## config.mk

```make
export PLATFORM = sky130hd
export DESIGN_NAME = irq_aggregator
export DESIGN_NICKNAME = d
export VERILOG_FILES = /design/src/rtl/irq_aggregator.sv
export SDC_FILE = /design/constraint.sdc
export NUM_CORES = 1
export LEC_CHECK = 0
export CAP_MARGIN = 0
export CELL_PAD_IN_SITES_DETAIL_PLACEMENT = 1
export CELL_PAD_IN_SITES_GLOBAL_PLACEMENT = 2
export CORE_MARGIN = 5
export CORE_UTILIZATION = 40
export CTS_BUF_LIST = sky130_fd_sc_hd__clkbuf_8
export DETAILED_ROUTE_END_ITERATION = 8
export PLACE_DENSITY_LB_ADDON = 0.1
export SLEW_MARGIN = 10
export SYNTH_ARGS = -nofsm -noshare
export SYNTH_HDL_FRONTEND = slang
export SYNTH_SLANG_ARGS = --single-unit
```

## constraint.sdc

```tcl
create_clock -name clk -period 3.05 [get_ports clk]
set_input_delay 0.61 -clock clk [delete_from_list [all_inputs] [get_ports clk]]
set_output_delay 0.61 -clock clk [all_outputs]
set_load 0.01 [all_outputs]
```

## src/rtl/irq_aggregator.sv

```systemverilog
module irq_aggregator #(
  parameter int NUM_ENG = 8,
  parameter int OCC_W   = 8,
  localparam int IDX_W  = $clog2(NUM_ENG),
  localparam int ADDR_W = IDX_W + 3
) (
  input  logic                     clk,
  input  logic                     rst_n,
  input  logic [NUM_ENG-1:0]       cc_evt_i,
  input  logic [NUM_ENG-1:0]       err_evt_i,
  input  logic [NUM_ENG*OCC_W-1:0] occ_i,
  input  logic                     wr_en_i,
  input  logic [ADDR_W-1:0]        addr_i,
  input  logic [31:0]              wdata_i,
  output logic [31:0]              rdata_o,
  output logic [NUM_ENG-1:0]       summary_o,
  output logic                     irq_o
);
  logic [NUM_ENG-1:0] st_cc, st_wh, st_wl, st_er;
  logic [NUM_ENG-1:0] en_cc, en_wh, en_wl, en_er;
  logic [NUM_ENG-1:0] wh_evt, wl_evt;
  logic [NUM_ENG-1:0] wr_st, wr_hen, wr_men, wr_mk;
  logic [OCC_W-1:0]   mark_hi [NUM_ENG];
  logic [OCC_W-1:0]   mark_lo [NUM_ENG];
  logic [OCC_W-1:0]   prev_occ [NUM_ENG];
  logic [IDX_W-1:0]   first_idx;

  wire              glob   = addr_i[ADDR_W-1];
  wire [IDX_W-1:0]  a_eng  = addr_i[IDX_W+1:2];
  wire [1:0]        a_word = addr_i[1:0];

  for (genvar e = 0; e < NUM_ENG; e++) begin : g_eng
    wire [OCC_W-1:0] occ = occ_i[e*OCC_W +: OCC_W];
    wire sel = wr_en_i && !glob && (a_eng == IDX_W'(e));
    assign wr_st[e]  = sel && (a_word == 2'd0);
    assign wr_hen[e] = sel && (a_word == 2'd1);
    assign wr_men[e] = sel && (a_word == 2'd2);
    assign wr_mk[e]  = sel && (a_word == 2'd3);
    assign wh_evt[e] = (prev_occ[e] < mark_hi[e]) && (occ >= mark_hi[e]);
    assign wl_evt[e] = (prev_occ[e] > mark_lo[e]) && (occ <= mark_lo[e]);
    assign summary_o[e] = |({st_er[e], st_wl[e], st_wh[e], st_cc[e]} &
                            {en_er[e], en_wl[e], en_wh[e], en_cc[e]});

    always_ff @(posedge clk or negedge rst_n) begin
      if (!rst_n) begin
        st_cc[e] <= 1'b0;
        st_wh[e] <= 1'b0;
        st_wl[e] <= 1'b0;
        st_er[e] <= 1'b0;
        en_cc[e] <= (e != NUM_ENG - 1);
        en_er[e] <= (e != NUM_ENG - 1);
        en_wh[e] <= 1'b0;
        en_wl[e] <= 1'b0;
        mark_hi[e]  <= '1;
        mark_lo[e]  <= '0;
        prev_occ[e] <= '0;
      end else begin
        prev_occ[e] <= occ;
        st_cc[e] <= cc_evt_i[e]  | (st_cc[e] & ~(wr_st[e] & wdata_i[0]));
        st_wh[e] <= wh_evt[e]    | (st_wh[e] & ~(wr_st[e] & wdata_i[1]));
        st_wl[e] <= wl_evt[e]    | (st_wl[e] & ~(wr_st[e] & wdata_i[2]));
        st_er[e] <= err_evt_i[e] | (st_er[e] & ~(wr_st[e] & wdata_i[3]));
        if (wr_hen[e]) begin
          en_cc[e] <= wdata_i[0];
          en_wh[e] <= wdata_i[1];
          en_wl[e] <= wdata_i[2];
        end
        if (wr_men[e]) en_er[e] <= wdata_i[0];
        if (wr_mk[e]) begin
          mark_lo[e] <= wdata_i[0 +: OCC_W];
          mark_hi[e] <= wdata_i[OCC_W +: OCC_W];
        end
      end
    end
  end

  always_comb begin
    first_idx = '0;
    for (int e = NUM_ENG - 1; e >= 0; e--)
      if (summary_o[e]) first_idx = IDX_W'(e);
  end

  always_comb begin
    rdata_o = '0;
    if (glob) begin
      rdata_o[NUM_ENG-1:0] = summary_o;
      rdata_o[16 +: IDX_W] = first_idx;
      rdata_o[31]          = |summary_o;
    end else begin
      case (a_word)
        2'd0: rdata_o[3:0] = {st_er[a_eng], st_wl[a_eng], st_wh[a_eng], st_cc[a_eng]};
        2'd1: rdata_o[2:0] = {en_wl[a_eng], en_wh[a_eng], en_cc[a_eng]};
        2'd2: rdata_o[0]   = en_er[a_eng];
        default: begin
          rdata_o[0 +: OCC_W]     = mark_lo[a_eng];
          rdata_o[OCC_W +: OCC_W] = mark_hi[a_eng];
        end
      endcase
    end
  end

  always_ff @(posedge clk or negedge rst_n)
    if (!rst_n) irq_o <= 1'b0;
    else        irq_o <= |summary_o;
endmodule

```

==> flow_metrics.env <==
export IMPL_outcome="complete, but fails checks"
export IMPL_violations="negative setup slack"
export IMPL_power_frac_seq_pct=39.1
export IMPL_fin_crit_ns=3.103
export IMPL_synth_area_top_cells="dfrtp_1 27%, ha_1 19%, dfstp_2 12%, mux2_2 7.2%, mux4_2 5.8%"
export IMPL_ys_types=48
export IMPL_drt_iter0_drc=718
export IMPL_final_common_cell="ha_1"
export IMPL_switching_share_pct=33.63
export IMPL_clock_sinks=257
export IMPL_synth_top_area_cell="dfrtp_1"
export IMPL_min_delay_start="occ_i[8]"
export IMPL_path_clk_slew_ns=0.06
export IMPL_path_class="flip-flop to primary output"
export IMPL_power_switching_mw=3.759
export IMPL_powerDensity_nw_per_um2=549.9
export IMPL_maxCapViolCount=0
export IMPL_die_x_um=213.5
export IMPL_synth_top_area_share_pct=27.04
export IMPL_reg2reg_depth=7
export IMPL_dp_hpwl_mm=45.34
export IMPL_power_share_clock_pct=31.3
export IMPL_grt_pass1_vias=14240
export IMPL_final_nets=2136
export IMPL_start_util_pct=40.48
export IMPL_r2r_start="mark_hi[41]"
export IMPL_ir_worst_vdd_mv=0.2849
export IMPL_totalPowerFinal_mw=11.18
export IMPL_antenna_found_initial=3
export IMPL_cts_tree="built"
export IMPL_grt_pass1_wl_mm=86.81
export IMPL_hold_path_end="prev_occ[48]"
export IMPL_numCtsBuffers=50
export IMPL_hold_viol=0
export IMPL_drive_gt1_share_pct=25.06
export IMPL_grtUsageTotal_pct=25.22
export IMPL_ys_warn_count=0
export IMPL_final_setup_viol_count=2
export IMPL_min_path_cells=1
export IMPL_netlist_instances=1530
export IMPL_avgViaCountPerCell=5.548
export IMPL_dp_cells=2230
export IMPL_die_area_um2=45580
export IMPL_r2r_end="st_wh[2]"
export IMPL_cts_buffer_depth=3
export IMPL_pin_count=162
export IMPL_gp_congestion=0.8868
export IMPL_fmax_ghz=0.3222
export IMPL_ys_flop_type="dfrtp_1"
export IMPL_slew_viol_final=0
export IMPL_core_um2=40920
export IMPL_worst_setup_path_start_kind="flip-flop"
export IMPL_ys_ff_latch=257
export IMPL_rsz0062_at_grt="true"
export IMPL_setup_tns_final_ns=-0.08672
export IMPL_power_leakage_nw=9.443
export IMPL_fin_crit_sh_pct=101.8
export IMPL_synth_area_per_cell_um2=10.83
export IMPL_synth_seq_area_share_pct=39.41
export IMPL_hold_path_class="primary input to flip-flop"
export IMPL_wl_per_cell_um=24.24
export IMPL_final_cell_mix="248 x ha_1, 168 x dfrtp_1, 156 x inv_1"
export IMPL_worst_pin_slew_ns=0.7301
export IMPL_clk_latency_ns=0.63
export IMPL_final_util_pct=49.66
export IMPL_final_cells=2341
export IMPL_reg2reg_slack_ns=0.73
export IMPL_asyncSetResetFlopFracSynth_pct=100.0
export IMPL_post_route_drc_count=0
export IMPL_dr_pass1_iters=5
export IMPL_synth_edf_count=0
export IMPL_vias=12990
export IMPL_crit_path_end_kind="primary output"
export IMPL_skew_ns=0.03880
export IMPL_syn_to_final_growth_pct=22.69
export IMPL_combPwrFrac_pct=29.6
export IMPL_p_int_mw=7.418
export IMPL_drtAntennaViolNets=0
export IMPL_drt_wl_total_mm=56.74
export IMPL_cp_data_arrival_time_ns=2.49
export IMPL_cp_required_ns=2.44
export IMPL_grt_max_degree=67
export IMPL_numPortBuffers=133
export IMPL_grt_ovfl_total=0
export IMPL_std_cell_rows=74
export IMPL_cp_max_fo=3
export IMPL_slew_headroom_pct=50.69
export IMPL_fin_ws_ns=-0.05349
export IMPL_die_y_um=213.5
export IMPL_synth_area_um2=16570
export IMPL_ctsRootBufferMaster="clkbuf_8"
export IMPL_h_tree_depth=2
## timing repair
item	CTS	global route
pin swaps	8	3
buffers inserted	9	6
setup endpoints to repair	20	13
hold buffers	1	0
resized for setup	73	18
endpoints found under the hold margin	39	0
cloned	1	0
## stage by stage
step / hold WS [ns] / setup WS (ns) / cell area (um2)
2_1_floorplan: 0.3144 / 0.4100 / 16610
3_3_place_gp: 0.4898 / -0.4187 / 18960
3_5_place_dp: 0.5000 / -0.4988 / 18960
4_1_cts: 0.3984 / -0.1901 / 20240
5_1_grt: 0.4351 / -0.1162 / 20320
6_report: 0.4488 / -0.05349 / 20320
## area by class of cell
cell class | instances | area [um2]
Antenna cell | 1 | 2.502
Clock buffer | 62 | 853.3
Clock inverter | 31 | 160.2
Fill cell | 4503 | 20600
Inverter | 131 | 491.7
Multi-Input combinational cell | 1099 | 9449
Sequential cell | 257 | 6543
Tap cell | 532 | 665.6
Timing Repair Buffer | 228 | 2160
## synth_stat cells (26+ instances only)
cell	n
a21o_1	72
dfrtp_1	179
inv_1	131
o21ai_0	102
dfstp_2	78
a211oi_1	26
nand4_1	32
mux4_2	43
nand2b_1	26
o21a_1	37
ha_1	248
nand2_1	140
nor2_1	76
a21oi_1	44
mux2_2	106
## worst max-delay path: stages (launching register included)
cell and delay [ns]:
dfrtp_1 0.45, mux4_2 0.49, mux2_4 0.29, a2111oi_4 0.30, buf_4 0.17, a21oi_2 0.03
buf_2 0.13
## power groups by stage
| stage | Sequential, mW | Clock (mW) | Combinational [mW] |
|---|---|---|---|
| 2_1_floorplan | 4.14 | 0 | 1.98 |
| 3_3_place_gp | 4.41 | 0 | 3.05 |
| 3_5_place_dp | 4.42 | 0 | 3.18 |
| 4_1_cts | 4.36 | 3.59 | 3.29 |
| 5_1_grt | 4.40 | 3.74 | 3.73 |
| 6_report | 4.37 | 3.50 | 3.30 |
## layer usage
metal	up-vias	GRT usage, %	routed length (um)
met2	330	40.02	25910
li1	5996	-	-
met3	90	3.994	2914
met4	4	7.654	1437
met5	-	0	27
met1	6567	35.86	26460
## cell families after synthesis
group | after synthesis | synth area share, %
other | 1 | 0.02264
DFF | 257 | 39.41
muxes | 171 | 14.68
buffers and inverters | 185 | 4.751
AOI/OAI and AO/OA | 342 | 13.33
adders and majority gates | 248 | 18.73
and+or+nand+nor | 326 | 9.079
## worst max-delay path by stage
stage           startpoint         end  slack [ns]  cells after the start
2_1_floorplan    addr_i[2]  rdata_o[1]        0.41                      5
3_3_place_gp     addr_i[2]  rdata_o[2]       -0.42                      8
3_5_place_dp     addr_i[2]  rdata_o[1]       -0.50                      9
4_1_cts        mark_lo[25]  rdata_o[1]       -0.19                      7
5_1_grt           st_wh[7]  rdata_o[1]       -0.12                      6
6_report          st_wh[7]  rdata_o[1]       -0.05                      6
## sequential cells by signal, summed over array words and instances, names as in the netlist
name / cells
mark_hi: 64
mark_lo: 64
prev_occ: 64
en_cc: 8
en_er: 8
en_wh: 8
en_wl: 8
st_cc: 8
st_er: 8
st_wh: 8
st_wl: 8
irq_o: 1
Power figures use the tool's default switching activity.
